===== src/rtl/txq_pkg.sv =====
package txq_pkg;
  typedef enum logic [2:0] {
    CMD_NOP   = 3'd0,
    CMD_ALLOC = 3'd1,
    CMD_ENQ   = 3'd2,
    CMD_REL   = 3'd3,
    CMD_ACK   = 3'd4
  } txq_cmd_e;
endpackage


===== src/rtl/txq_free_pool.sv =====
module txq_free_pool #(
  parameter int unsigned NUM_PKTS = 32,
  parameter int unsigned PKT_W    = $clog2(NUM_PKTS)
) (
  input  logic             clk_i,
  input  logic             rst_ni,
  input  logic             req_i,
  input  logic             rel_i,
  input  logic [PKT_W-1:0] rel_num_i,
  output logic             grant_o,
  output logic [PKT_W-1:0] grant_num_o
);
  logic [NUM_PKTS-1:0] used_q;
  logic                any_free;

  // lowest free wins: scan downward so the last hit is the smallest index
  always_comb begin
    any_free    = 1'b0;
    grant_num_o = '0;
    for (int i = NUM_PKTS - 1; i >= 0; i--) begin
      if (!used_q[i]) begin
        any_free    = 1'b1;
        grant_num_o = PKT_W'(i);
      end
    end
  end

  assign grant_o = req_i & any_free;

  always_ff @(posedge clk_i or negedge rst_ni) begin
    if (!rst_ni) begin
      used_q <= '0;
    end else begin
      if (rel_i)   used_q[rel_num_i]   <= 1'b0;
      if (grant_o) used_q[grant_num_o] <= 1'b1;
    end
  end

  p_grant_free_r1: assert property (@(posedge clk_i) disable iff (!rst_ni)
    grant_o |-> !used_q[grant_num_o]);
  p_grant_marks_r1: assert property (@(posedge clk_i) disable iff (!rst_ni)
    grant_o |=> used_q[$past(grant_num_o)]);
endmodule


===== src/rtl/txq_fifo.sv =====
module txq_fifo #(
  parameter int unsigned DEPTH = 32,
  parameter int unsigned W     = 5
) (
  input  logic         clk_i,
  input  logic         rst_ni,
  input  logic         push_i,
  input  logic [W-1:0] data_i,
  input  logic         pop_i,
  output logic [W-1:0] head_o,
  output logic         empty_o,
  output logic         full_o
);
  localparam int unsigned AW = $clog2(DEPTH);
  localparam int unsigned CW = AW + 1;

  logic [W-1:0]  mem_q [DEPTH];
  logic [AW-1:0] wr_q, rd_q;
  logic [CW-1:0] cnt_q;

  assign empty_o = (cnt_q == '0);
  assign full_o  = (cnt_q == CW'(DEPTH));
  assign head_o  = mem_q[rd_q];

  always_ff @(posedge clk_i) begin
    if (push_i) mem_q[wr_q] <= data_i;
  end

  always_ff @(posedge clk_i or negedge rst_ni) begin
    if (!rst_ni) begin
      wr_q  <= '0;
      rd_q  <= '0;
      cnt_q <= '0;
    end else begin
      if (push_i) wr_q <= wr_q + 1'b1;
      if (pop_i)  rd_q <= rd_q + 1'b1;
      case ({push_i, pop_i})
        2'b10:   cnt_q <= cnt_q + 1'b1;
        2'b01:   cnt_q <= cnt_q - 1'b1;
        default: cnt_q <= cnt_q;
      endcase
    end
  end

  p_no_overflow_r10: assert property (@(posedge clk_i) disable iff (!rst_ni)
    push_i |-> !full_o);
  p_no_underflow_r7: assert property (@(posedge clk_i) disable iff (!rst_ni)
    pop_i |-> !empty_o);
  p_push_fills_r4: assert property (@(posedge clk_i) disable iff (!rst_ni)
    (push_i && !pop_i) |=> !empty_o);
endmodule


===== src/rtl/txq_mgr.sv =====
module txq_mgr
  import txq_pkg::*;
#(
  parameter int unsigned NUM_PKTS   = 32,
  parameter int unsigned FIFO_DEPTH = 32,
  parameter int unsigned PKT_W      = $clog2(NUM_PKTS)
) (
  input  logic             clk_i,
  input  logic             rst_ni,
  input  logic [2:0]       cmd_i,
  input  logic             pnr_we_i,
  input  logic [PKT_W-1:0] pnr_i,
  input  logic             txen_we_i,
  input  logic             txen_i,
  input  logic             alloc_mask_i,
  input  logic             mac_done_i,
  input  logic             mac_ok_i,
  output logic             alloc_done_o,
  output logic [PKT_W-1:0] alloc_pkt_o,
  output logic             alloc_irq_o,
  output logic             txen_o,
  output logic             txq_empty_o,
  output logic             cmpl_empty_o,
  output logic [PKT_W-1:0] cmpl_head_o,
  output logic             tx_irq_o,
  output logic             enq_err_o,
  output logic             mac_req_o,
  output logic [PKT_W-1:0] mac_pkt_o,
  output logic             stat_we_o,
  output logic [PKT_W-1:0] stat_pkt_o,
  output logic             stat_ok_o
);
  txq_cmd_e cmd;
  assign cmd = txq_cmd_e'(cmd_i);

  logic [PKT_W-1:0] pnr_q, res_q, grant_num, txq_head;
  logic pend_q, done_q, txen_q, err_q;
  logic alloc_req, grant, enq_ok, ack_ok, xfer, fail;
  logic txq_full, cmpl_full;

  assign alloc_req = pend_q | (cmd == CMD_ALLOC);
  assign enq_ok    = (cmd == CMD_ENQ) & ~txq_full;
  assign ack_ok    = (cmd == CMD_ACK) & ~cmpl_empty_o;
  assign mac_req_o = txen_q & ~txq_empty_o & ~cmpl_full;
  assign xfer      = mac_req_o & mac_done_i;
  assign fail      = xfer & ~mac_ok_i;

  txq_free_pool #(.NUM_PKTS(NUM_PKTS), .PKT_W(PKT_W)) u_pool (
    .clk_i       (clk_i),
    .rst_ni      (rst_ni),
    .req_i       (alloc_req),
    .rel_i       (cmd == CMD_REL),
    .rel_num_i   (pnr_q),
    .grant_o     (grant),
    .grant_num_o (grant_num)
  );

  txq_fifo #(.DEPTH(FIFO_DEPTH), .W(PKT_W)) u_txq (
    .clk_i   (clk_i),
    .rst_ni  (rst_ni),
    .push_i  (enq_ok),
    .data_i  (pnr_q),
    .pop_i   (xfer),
    .head_o  (txq_head),
    .empty_o (txq_empty_o),
    .full_o  (txq_full)
  );

  txq_fifo #(.DEPTH(FIFO_DEPTH), .W(PKT_W)) u_cmpl (
    .clk_i   (clk_i),
    .rst_ni  (rst_ni),
    .push_i  (xfer),
    .data_i  (txq_head),
    .pop_i   (ack_ok),
    .head_o  (cmpl_head_o),
    .empty_o (cmpl_empty_o),
    .full_o  (cmpl_full)
  );

  always_ff @(posedge clk_i or negedge rst_ni) begin
    if (!rst_ni) begin
      pnr_q  <= '0;
      res_q  <= '0;
      pend_q <= 1'b0;
      done_q <= 1'b0;
      txen_q <= 1'b0;
      err_q  <= 1'b0;
    end else begin
      if (pnr_we_i) pnr_q <= pnr_i;
      if (grant) begin
        res_q  <= grant_num;
        done_q <= 1'b1;
        pend_q <= 1'b0;
      end else if (cmd == CMD_ALLOC) begin
        done_q <= 1'b0;
        pend_q <= 1'b1;
      end
      // a failure overrides a host write in the same cycle
      if (fail)           txen_q <= 1'b0;
      else if (txen_we_i) txen_q <= txen_i;
      if ((cmd == CMD_ENQ) && txq_full) err_q <= 1'b1;
    end
  end

  assign alloc_done_o = done_q;
  assign alloc_pkt_o  = res_q;
  assign alloc_irq_o  = done_q & alloc_mask_i;
  assign txen_o       = txen_q;
  assign tx_irq_o     = ~cmpl_empty_o;
  assign enq_err_o    = err_q;
  assign mac_pkt_o    = txq_head;
  assign stat_we_o    = xfer;
  assign stat_pkt_o   = txq_head;
  assign stat_ok_o    = mac_ok_i;

  p_fail_halt_r8: assert property (@(posedge clk_i) disable iff (!rst_ni)
    fail |=> (!txen_o && !mac_req_o && tx_irq_o));
  p_req_gated_r5: assert property (@(posedge clk_i) disable iff (!rst_ni)
    mac_req_o |-> (txen_o && !txq_empty_o));
  p_done_hold_r2: assert property (@(posedge clk_i) disable iff (!rst_ni)
    (done_q && cmd != CMD_ALLOC) |=> done_q);
  p_err_sticky_r10: assert property (@(posedge clk_i) disable iff (!rst_ni)
    err_q |=> err_q);
  p_cmpl_fill_r6: assert property (@(posedge clk_i) disable iff (!rst_ni)
    xfer |=> tx_irq_o);
endmodule


===== config.mk =====
export PLATFORM = sky130hd
export DESIGN_NAME = txq_mgr
export DESIGN_NICKNAME = d
export VERILOG_FILES = /design/src/rtl/txq_pkg.sv /design/src/rtl/txq_free_pool.sv /design/src/rtl/txq_fifo.sv /design/src/rtl/txq_mgr.sv
export SDC_FILE = /design/constraint.sdc
export NUM_CORES = 1
export LEC_CHECK = 0
export BUFFER_PORTS_ARGS = -buffer_cell sky130_fd_sc_hd__clkbuf_2
export CAP_MARGIN = 20
export CORE_UTILIZATION = 45
export CTS_CLUSTER_DIAMETER = 40
export DETAILED_ROUTE_END_ITERATION = 7
export PLACE_DENSITY_LB_ADDON = 0.25
export SYNTH_ARGS = -nofsm -noshare
export SYNTH_HDL_FRONTEND = slang
export SYNTH_SLANG_ARGS = --single-unit

===== constraint.sdc =====
create_clock -name clk_i -period 3.2 [get_ports clk_i]
set_input_delay 0.16 -clock clk_i [delete_from_list [all_inputs] [get_ports clk_i]]
set_output_delay 0.16 -clock clk_i [all_outputs]
set_load 0.01 [all_outputs]

==> out/results.ini, run 1 <==
[drt]
wire_per_inst_microns = 23.0
viasPerCell = 5.76
drt_pass1_iterations = 5
drtIter0Drc = 822
drcViolationCount = 0
routed_wl_microns = 36600
vias = 9146
antenna_left = 0

[worst_setup_path]
crit_fanout = 11
r2r_setup_slack_ns = 0.21
crit_path_max_incr_delay_ns = 0.57
crit_slowest_cell = mux4_2
path_class = register to output port
cp-start-kind = register
critPathMostFrequentCell = mux4_2
reg2reg_from = u_cmpl.cnt_q[0]
reg2reg_to = u_txq.cnt_q[5]
crit_required_ns = 3.04
crit_chain = buf_12 > clkbuf_16 > mux4_2 > mux4_2 > mux2_4 > clkbuf_2
crit_arrival_ns = 2.96
end_kind = output port
worst-r2r-cell-count = 11

[final_layout]
layout.area.seq_sq_mm = 0.0116
layout_common_cells = 320 x edfxtp_1, 100 x mux4_2, 81 x nor2_1, 76 x dfrtp_1, 53 x clkbuf_16
multiInputGateArea_sq_mm = 0.00502
drive_above_1_share = 0.271
diodes = 0
fill_cells = 2913
final_common_cell = edfxtp_1
fin_area_sq_mm = 0.0197
area_growth_pct = 16.9
final_util = 0.536
nets = 1118

[die]
fp-row-count = 70
io_pins = 46
die_h_microns = 195
core_sq_mm = 0.0367
die_w_microns = 195
start_util = 0.458
die_area_sq_mm = 0.0382

[logic_synthesis]
synth_edf_count = 320
netlist_area_sq_mm = 0.0168
ys_warn_count = 0
ys.flop_type = edfxtp_1
synth_nets = 1023
synth_seq_cells = 398
ys_seq_area_frac = 0.687
avgSynthCellArea_sq_um = 17.1
synthArstFlopShare = 0.196
syn_inst = 985
synth.distinct_cells = 55

[placed_design]
place_area_sq_mm = 0.0176
globalplace.congestion = 0.836
place.detailed.hpwl_microns = 21600
io_buffers = 45

[clock_tree]
clock_latency_ns = 0.57
clkTransAtPathRegs_ns = 0.06
cts_buffers = 49
clockRootBuffer = clkbuf_16
cts_sinks = 398
clk_path_buf_depth = 3
htree_levels = 2
cts_tree = done

[global_routing]
antenna_found_initial = 0
grt_pass1_wl_microns = 55700
grt_max_degree = 44
overflow = 0
grt_util_all_layers = 0.191
grt_pass1_vias = 9421

[hold_path]
holdPathEnd = enq_err_o
hp-start = cmd_i[2]
min_path_cells = 3
hold_path_class = input pin to register

[run_status]
outcome = complete, no violations

[sta]
slew-limit-headroom = 0.349
fin_tns_setup_ns = 0
layout_min_cycle_time_ns = 3.12
finalSetupViolations = 0
timing.final.crit_share = 0.974
hold_viol_final = 0
tightest_slew_ns = 0.972
maxSlewViolCount = 0
fmax_mhz = 321
fin_skew_ns = 0.0188

[power_and_ir_drop]
powerDensity_mw_per_mm2 = 969
total_power_mw = 19.1
cellLeakagePower_nw = 6.70
peakVddDrop_uv = 533

[job]
cap_violations = 0

stage by stage:
stage                     hold slack, ns  worst slack (ns)  instances
after global placement             0.149             0.114       1469
after floorplan                   -0.136            0.0551        985
final                             0.0567            0.0844       1588
after detailed placement           0.149            0.0725       1469
after global routing              0.0588          -0.00752       1588
after CTS                         0.0301           -0.0293       1579
registers in the layout (all words and copies together), names as in the netlist:
name and flops:
u_txq.mem_q 160, alloc_done_o 1, u_txq.wr_q 5, pnr_q 5, pend_q 1, u_cmpl.rd_q 5
u_cmpl.mem_q 160, u_pool.used_q 32, u_cmpl.cnt_q 6, u_txq.cnt_q 6, u_cmpl.wr_q 5, enq_err_o 1
u_txq.rd_q 5, alloc_pkt_o 5, txen_o 1
per-layer routing:
metal  wire length (microns)  vias to the layer above  GRT usage
met5                       0                        -          0
met4                     870                        0     0.0583
met3                    1900                       66     0.0292
met2                   17900                      299      0.313
met1                   15900                     4668      0.266
li1                        -                     4113          -
cells in the mapped netlist, types with 3 or more instances:
cell / count / share of area
and4_1: 4 / 0.0021
mux4_2: 100 / 0.13
o211ai_1: 3 / 0.0013
mux2_2: 18 / 0.012
xor2_1: 8 / 0.0042
nor3_1: 6 / 0.0018
nor2_1: 81 / 0.018
nand3_1: 15 / 0.0045
buf_4: 15 / 0.0067
clkbuf_1: 26 / 0.0058
xnor2_1: 17 / 0.0089
or2_2: 3 / 0.0011
and2_1: 3 / 0.0011
buf_1: 6 / 0.0013
or4_1: 3 / 0.0013
nand2b_1: 9 / 0.0033
o31ai_1: 27 / 0.012
nand4_1: 18 / 0.0067
nor4_1: 6 / 0.0022
o41ai_1: 4 / 0.0021
a21oi_1: 12 / 0.0036
o21ai_0: 47 / 0.014
edfxtp_1: 320 / 0.57
or3b_2: 6 / 0.0031
a21boi_0: 4 / 0.0018
inv_1: 24 / 0.0054
dfrtp_1: 78 / 0.12
buf_2: 3 / 0.00089
nand2_1: 43 / 0.0096
nand3b_1: 10 / 0.0045
nor3b_1: 5 / 0.0022
or3_1: 6 / 0.0022
ha_1: 20 / 0.015
nor4bb_1: 3 / 0.0018
a21o_1: 6 / 0.0027
power by group:
part / switching, mW / internal (mW) / total (mW)
Clock: 2.20 / 3.40 / 5.59
Sequential: 0.536 / 6.83 / 7.36
Combinational: 3.44 / 2.66 / 6.10
cell families after synthesis:
| group | synth area share |
|---|---|
| flip-flops | 0.687 |
| AO/OA/AOI/OAI | 0.0463 |
| XOR/XNOR | 0.0130 |
| buffers and inverters | 0.0214 |
| multiplexers | 0.146 |
| adder cells (fa/ha/maj) | 0.0173 |
| AND/OR/NAND/NOR | 0.0688 |
worst max-delay path by stage:
stage               startpoint         endpoint  slack (ns)
4_1_cts          u_txq.rd_q[0]    stat_pkt_o[1]       -0.03
3_3_place_gp   u_cmpl.cnt_q[0]  u_cmpl.cnt_q[5]        0.11
6_report         u_txq.rd_q[0]    stat_pkt_o[2]        0.08
5_1_grt          u_txq.rd_q[0]    stat_pkt_o[4]      -0.008
2_1_floorplan   u_txq.cnt_q[1]   u_txq.cnt_q[5]        0.06
3_5_place_dp   u_cmpl.cnt_q[0]  u_cmpl.cnt_q[5]        0.07
critical path: cells and delay by family, from the launching register on:
family | cells | cell delay (ns)
muxes | 3 | 1.47
buffers and inverters | 3 | 0.49
DFF | 1 | 0.42
cell type report:
class                   instances  area share
inverters                      24     0.00458
well taps                     468      0.0298
multi-input cells             515       0.255
repair buffers                 92      0.0375
flip-flops and latches        398       0.588
clock buffers                  61      0.0678
clock inverters                30      0.0169
what timing repair did:
item	CTS	global route
hold buffers	13	0
resized for setup	7	6
hold endpoints to repair	48	0
setup buffers	3	5
cloned	3	4
endpoints found under the setup margin	10	9
Note: power is estimated with default switching activity, not from simulation.
==> run 2, diff against run 1 <==
==> constraint.sdc (replaced) <==
create_clock -name clk_i -period 3.2 [get_ports clk_i]
set_input_delay 0.96 -clock clk_i [delete_from_list [all_inputs] [get_ports clk_i]]
set_output_delay 0.96 -clock clk_i [all_outputs]
set_load 0.01 [all_outputs]
==> run 2 against run 1 <==
  * The run now ends with negative setup slack left
  * Final area rose by 5.1%
  * First-iteration DRC count shrank 28%
  * Cell count grew 5.1%
  * Critical path depth stayed put
  * Combinational power up 15%
  * Power increased by 6.8%
  * Clock skew increased by 0.0076 ns
  * Flip-flop and latch count unchanged
  * Global-route usage is 0.38 points higher
  * Non-clock buffer count grew 80
  * Clock power grew 8.4%
  * Register-to-register slack worse by 0.12 ns
  * Largest power group unchanged
  * Highest routed layer unchanged
==> out/results.ini, run 2 (synthesis gave the netlist of run 1 again) <==
[run_status]
outcome = finished, violations left
violations = negative setup slack

[sta]
finalSetupViolations = 15  ; +15
rsz0062_at_grt = true
tightest_slew_ns = 1.06  ; +0.0850 ns
fin_skew_ns = 0.0264  ; +0.00762 ns
hold_viol_final = 0  ; unchanged
maxSlewViolCount = 0  ; unchanged
layout_min_cycle_time_ns = 3.75  ; +0.637 ns
slew-limit-headroom = 0.288  ; -0.0613
timing.final.crit_share = 1.17  ; +0.199
setup_slack_ns = -0.553  ; -0.637 ns
fin_tns_setup_ns = -7.61  ; -7.61 ns
fmax_mhz = 266  ; -17%

[power_and_ir_drop]
power.switching_mw = 6.38  ; +3.4%
total_power_mw = 20.3  ; +6.8%
peakVddDrop_uv = 486  ; -8.8%
swShare = 0.314  ; -0.0103
combPwrFrac = 0.345  ; +0.025
clockPowerShare = 0.298  ; +0.005
pwr-share-seq = 0.357  ; -0.029
cellLeakagePower_nw = 7.28  ; +8.8%
powerDensity_mw_per_mm2 = 985  ; +1.6%
intPower_mw = 14.0  ; +8.4%

[worst_setup_path]
cp-start-kind = register
crit_arrival_ns = 2.79  ; -0.17 ns
reg2reg_from = u_cmpl.cnt_q[3]
crit_slowest_cell = mux4_2
crit_chain = buf_6 > buf_12 > mux4_2 > mux4_2 > mux2_4 > buf_6
reg2reg_to = u_txq.cnt_q[5]
crit_path_max_incr_delay_ns = 0.53  ; -0.04 ns
critPathTopFamily = multiplexers
crit_required_ns = 2.24  ; -0.80 ns
path_class = register to output port
crit_fanout = 8  ; -3
r2r_setup_slack_ns = 0.09  ; -0.12 ns
end_kind = output port
critical_path_depth = 6  ; unchanged
worst-r2r-cell-count = 14  ; +3
crit_buf_inv = 3  ; unchanged

[drt]
routed_wl_microns = 36300  ; -0.85%
drtIter0Drc = 592  ; -28%
vias = 9414  ; +2.9%
antenna_left = 0  ; unchanged
wire_per_inst_microns = 21.7  ; -5.7%
drcViolationCount = 0  ; unchanged
drt_pass1_iterations = 5  ; unchanged
viasPerCell = 5.64  ; -2.1%

[clock_tree]
cts_sinks = 398  ; unchanged
clockRootBuffer = clkbuf_16
hold_buffers = 0  ; -13
clk_path_buf_depth = 3  ; unchanged
clkTransAtPathRegs_ns = 0.06  ; about the same
clock_latency_ns = 0.59  ; +0.02 ns
cts_buffers = 53  ; +8.2%
htree_levels = 2  ; unchanged
cts_tree = done

[global_routing]
overflow = 0  ; unchanged
grt_util_all_layers = 0.195  ; +0.00376
antenna_found_initial = 0  ; unchanged
grt_pass1_wl_microns = 56200  ; +0.83%
grt_pass1_vias = 9678  ; +2.7%
grt_max_degree = 38  ; -14%

[job]
cap_violations = 0  ; unchanged

[final_layout]
area_growth_pct = 22.8
nets = 1198  ; +7.2%
layout_common_cells = 320 x edfxtp_1, 106 x buf_4, 100 x mux4_2, 81 x nor2_1, 76 x dfrtp_1
fill_cells = 2805  ; -3.7%
final_common_cell = edfxtp_1
top_regs = u_cmpl.mem_q: 160 flops, u_txq.mem_q: 160 flops, u_pool.used_q: 32 flops
drive_above_1_share = 0.339  ; +0.0675
fin_cells = 1669  ; +5.1%
diodes = 0  ; unchanged

[die]
die_area_sq_mm = 0.0382  ; unchanged
die_h_microns = 195  ; unchanged
core_sq_mm = 0.0367  ; unchanged
start_util = 0.458  ; unchanged
io_pins = 46  ; unchanged
die_w_microns = 195  ; unchanged
fp-row-count = 70  ; unchanged

[placed_design]
place.detailed.hpwl_microns = 23600  ; +9.3%
dp.cells = 1550  ; +5.5%
globalplace.congestion = 0.839  ; +0.37%
dp_slack_ns = -0.0724  ; -0.145 ns
io_buffers = 45  ; unchanged

[hold_path]
hold_path_class = input pin to asynchronous set/reset pin

-- run 2: power by group through the flow --
stage | logic (mW) | registers (mW) | clock network (mW)
after floorplan | 4.03 | 7.18 | 0
after detailed placement | 6.10 | 7.37 | 0
final | 7.01 | 7.27 | 6.06
after global placement | 6.01 | 7.36 | 0
after CTS | 6.54 | 7.26 | 6.18
after global routing | 7.51 | 7.33 | 6.38
-- run 2: worst max path at each step --
stage | endpoint | start
4_1_cts | mac_pkt_o[3] | u_txq.rd_q[0]
3_5_place_dp | u_txq.cnt_q[5] | cmd_i[0]
3_3_place_gp | u_txq.cnt_q[5] | cmd_i[0]
6_report | mac_pkt_o[2] | u_txq.rd_q[0]
5_1_grt | mac_pkt_o[2] | u_txq.rd_q[0]
2_1_floorplan | u_txq.cnt_q[5] | cmd_i[0]
-- run 2: area by class of cell --
| type | instances | area, sq um | area share |
|---|---|---|---|
| Tap cell | 468 | 586 | 0.0283 |
| Clock inverter | 34 | 408 | 0.0197 |
| Multi-Input combinational cell | 511 | 5020 | 0.243 |
| Clock buffer | 62 | 1450 | 0.0704 |
| Inverter | 24 | 90.1 | 0.00436 |
| Timing Repair Buffer | 172 | 1530 | 0.0740 |
| Sequential cell | 398 | 11600 | 0.560 |
-- run 2: routing by layer --
layer,global-route usage,vias to the layer above,part of all wire,wire length (microns)
met3,0.0423,64,0.057,2070
met5,0,-,0,0
met2,0.324,291,0.50,18000
met4,0.0531,0,0.017,620
met1,0.261,4789,0.43,15500
li1,-,4270,-,-
-- run 2: worst reg2reg max path: stages (launching register included) --
cell and delay [ns]:
dfrtp_1 0.39, or4_4 0.56, nor3b_2 0.20, buf_4 0.14
nor4bb_4 0.04, buf_6 0.13, buf_4 0.13, buf_8 0.14
ha_4 0.20, ha_4 0.27, a21o_1 0.10, a21oi_1 0.07
or4_1 0.41, nand3_1 0.10, xor2_1 0.15
-- run 2: per-stage QoR --
stage          hold slack [ns]  utilization  area (sq um)
2_1_floorplan            0.456            -         16900
5_1_grt                  0.306        0.563         20700
4_1_cts                  0.286        0.554         20300
3_3_place_gp             0.469        0.498         18300
6_report                 0.304        0.563         20700
3_5_place_dp             0.466        0.498         18300
-- run 2: what timing repair did --
item | CTS | global route
endpoints found under the setup margin | 16 | 18
pin swaps | 2 | 6
resized for setup | 14 | 41
buffers inserted | 13 | 7
endpoints found under the hold margin | 0 | 0
cloned | 2 | 4
==> run 3, diff against run 2 <==
- ABC_CLOCK_PERIOD_IN_PS: not set -> 3200
- CORE_UTILIZATION: 45 -> 32
==> run 3 against run 2 <==
  * The run still ends with negative setup slack left
  * Via count grew 0.78%
  * Critical path depth unchanged
  * Clock skew is 0.0023 ns higher
  * Maximum frequency fell by 1.3%
  * Sequential share of layout area decreased by 1.8 points
  * Flip-flop and latch count unchanged
  * Routed wire length increased by 6.8%
  * Combinational power fell by 0.9%
  * Final area is 3.4% higher
  * Highest routed layer unchanged
  * Utilization fell by 15 points
  * First-iteration DRC count is 52% higher
  * Die area rose by 40%
==> out/results.ini, run 3 (synthesis gave the netlist of run 1 again) <==
[global_routing]
grt_util_all_layers = 0.150  ; -0.0451
overflow = 0  ; unchanged
antenna_found_initial = 0  ; unchanged
grt_pass1_vias = 9848  ; +1.8%
grt_pass1_wl_microns = 60200  ; +7.1%
grt_max_degree = 79  ; +110%

[sta]
layout_min_cycle_time_ns = 3.80  ; +0.0503 ns
maxSlewViolCount = 0  ; unchanged
rsz0062_at_grt = true
fin_skew_ns = 0.0287  ; +0.00229 ns
slew-limit-headroom = 0.297  ; +0.00889
fmax_mhz = 263  ; -1.3%
setup_slack_ns = -0.603  ; -0.0503 ns
tightest_slew_ns = 1.05  ; -0.00678 ns
whs_ns = 0.401  ; +0.0976 ns
hold_viol_final = 0  ; unchanged
finalSetupViolations = 15  ; unchanged
timing.final.crit_share = 1.19  ; +0.0157

[clock_tree]
clkTransAtPathRegs_ns = 0.05  ; about the same
clock_latency_ns = 0.60  ; about the same
clk_path_buf_depth = 3  ; unchanged
clockRootBuffer = clkbuf_16
cts_tree = done
htree_levels = 3  ; +1
hold_buffers = 0  ; unchanged
cts_buffers = 66  ; +25%
cts_sinks = 398  ; unchanged

[final_layout]
diodes = 0  ; unchanged
final_util = 0.414  ; -0.149
fill_cells = 4610  ; +64%
layout.area.seq_sq_mm = 0.0116  ; about the same
top_regs = u_cmpl.mem_q: 160 flops, u_txq.mem_q: 160 flops, u_pool.used_q: 32 flops
final_common_cell = edfxtp_1
layout_common_cells = 320 x edfxtp_1, 126 x buf_4, 100 x mux4_2, 81 x nor2_1, 75 x dfrtp_1
area_growth_pct = 26.9
nets = 1227  ; +2.4%
multiInputGateArea_sq_mm = 0.00499  ; -0.67%
drive_above_1_share = 0.359  ; +0.0199

[placed_design]
dp_slack_ns = -0.0758  ; -0.00343 ns
io_buffers = 45  ; unchanged
place.detailed.hpwl_microns = 25200  ; +6.7%
globalplace.congestion = 0.795  ; -5.3%

[power_and_ir_drop]
powerDensity_mw_per_mm2 = 1010  ; +2.1%
total_power_mw = 21.5  ; +5.6%
cellLeakagePower_nw = 7.56  ; +3.8%
peakVddDrop_uv = 568  ; +17%

[die]
io_pins = 46  ; unchanged
die_w_microns = 231  ; +18%
start_util = 0.326  ; -0.132
die_area_sq_mm = 0.0535  ; +40%
core_sq_mm = 0.0516  ; +41%
die_h_microns = 231  ; +18%
fp-row-count = 83  ; +19%

[drt]
antenna_left = 0  ; unchanged
drcViolationCount = 0  ; unchanged
routed_wl_microns = 38700  ; +6.8%
vias = 9487  ; +0.78%
drtIter0Drc = 900  ; +52%
viasPerCell = 4.93  ; -13%
wire_per_inst_microns = 20.1  ; -7.3%
drt_pass1_iterations = 5  ; unchanged

[worst_setup_path]
crit_arrival_ns = 2.84  ; +0.05 ns
r2r_setup_slack_ns = 0.23  ; +0.14 ns
cp-startpoint = u_txq.rd_q[0]
crit_required_ns = 2.24  ; about the same
crit_fanout = 6  ; -2
cp-start-kind = register
reg2reg_to = u_cmpl.cnt_q[5]
path_class = register to output port
worst-r2r-cell-count = 12  ; -2
end_kind = output port
reg2reg_from = u_cmpl.cnt_q[0]
crit_end = stat_pkt_o[0]

[job]
cap_violations = 0  ; unchanged

[hold_path]
hold_path_class = input pin to asynchronous set/reset pin

[run_status]
outcome = finished, violations left
violations = negative setup slack

## run 3: cell types whose count changed in the layout (fill, tap and decap cells not counted), moves of 3 or more
cell        change
ha_1            +4
buf_4          +20
inv_16          +3
clkinv_2        +5
ha_4            -4
clkbuf_16       +7
buf_6           -8
clkbuf_2        +6
clkinvlp_4      +5
## run 3: cell type report
cell class                 count  share of cell area
clock buffer                  71              0.0792
clock inverter                51              0.0287
inverter                      24             0.00422
multi-input combinational    512               0.234
sequential                   398               0.542
tap                          680              0.0398
timing repair buffer         187              0.0728
## run 3: layer usage
metal  global-route usage  wire, microns  up-vias
li1                     -              -     4346
met1                0.198          17100     4805
met2                0.242          18900      264
met3               0.0352           1930       72
met4               0.0509            814        0
met5                    0              0        -
## run 3: metrics by stage
stage               area (sq um)  instances  setup TNS (ns)
floorplan                  16900        985        -0.00797
global placement           18800       1784          -0.283
detailed placement         18800       1784          -0.361
CTS                        21200       1917           -8.98
global route               21400       1923           -9.34
finish                     21400       1923           -8.12
## run 3: worst max-delay path, cell delays in order (launching register included)
cell,delay [ns]
dfrtp_2,0.39
buf_12,0.14
buf_12,0.13
mux4_2,0.52
mux4_2,0.54
mux2_4,0.38
buf_6,0.15
## run 3: power by group
| group | switching (mW) | internal [mW] | total [mW] |
|---|---|---|---|
| combinational | 3.67 | 3.28 | 6.95 |
| clock | 2.70 | 4.54 | 7.24 |
| sequential | 0.470 | 6.83 | 7.30 |
| total | 6.84 | 14.6 | 21.5 |
## run 3: what timing repair did
item                       in CTS  in global routing
pin swaps                       0                  0
resized for setup              12                 16
setup buffers                   9                  5
setup endpoints to repair      16                 16
gates cloned                    3                  1
## run 3: how the worst min path moves through the flow
stage	endpoint	startpoint	cells past startpoint	slack (ns)
after floorplan	u_cmpl.cnt_q[5]	u_cmpl.cnt_q[5]	1	0.46
after global placement	enq_err_o	enq_err_o	1	0.46
after detailed placement	u_cmpl.cnt_q[5]	u_cmpl.cnt_q[5]	1	0.48
after CTS	u_pool.used_q[9]	rst_ni	2	0.40
after global routing	u_pool.used_q[9]	rst_ni	2	0.43
final	u_pool.used_q[9]	rst_ni	2	0.40
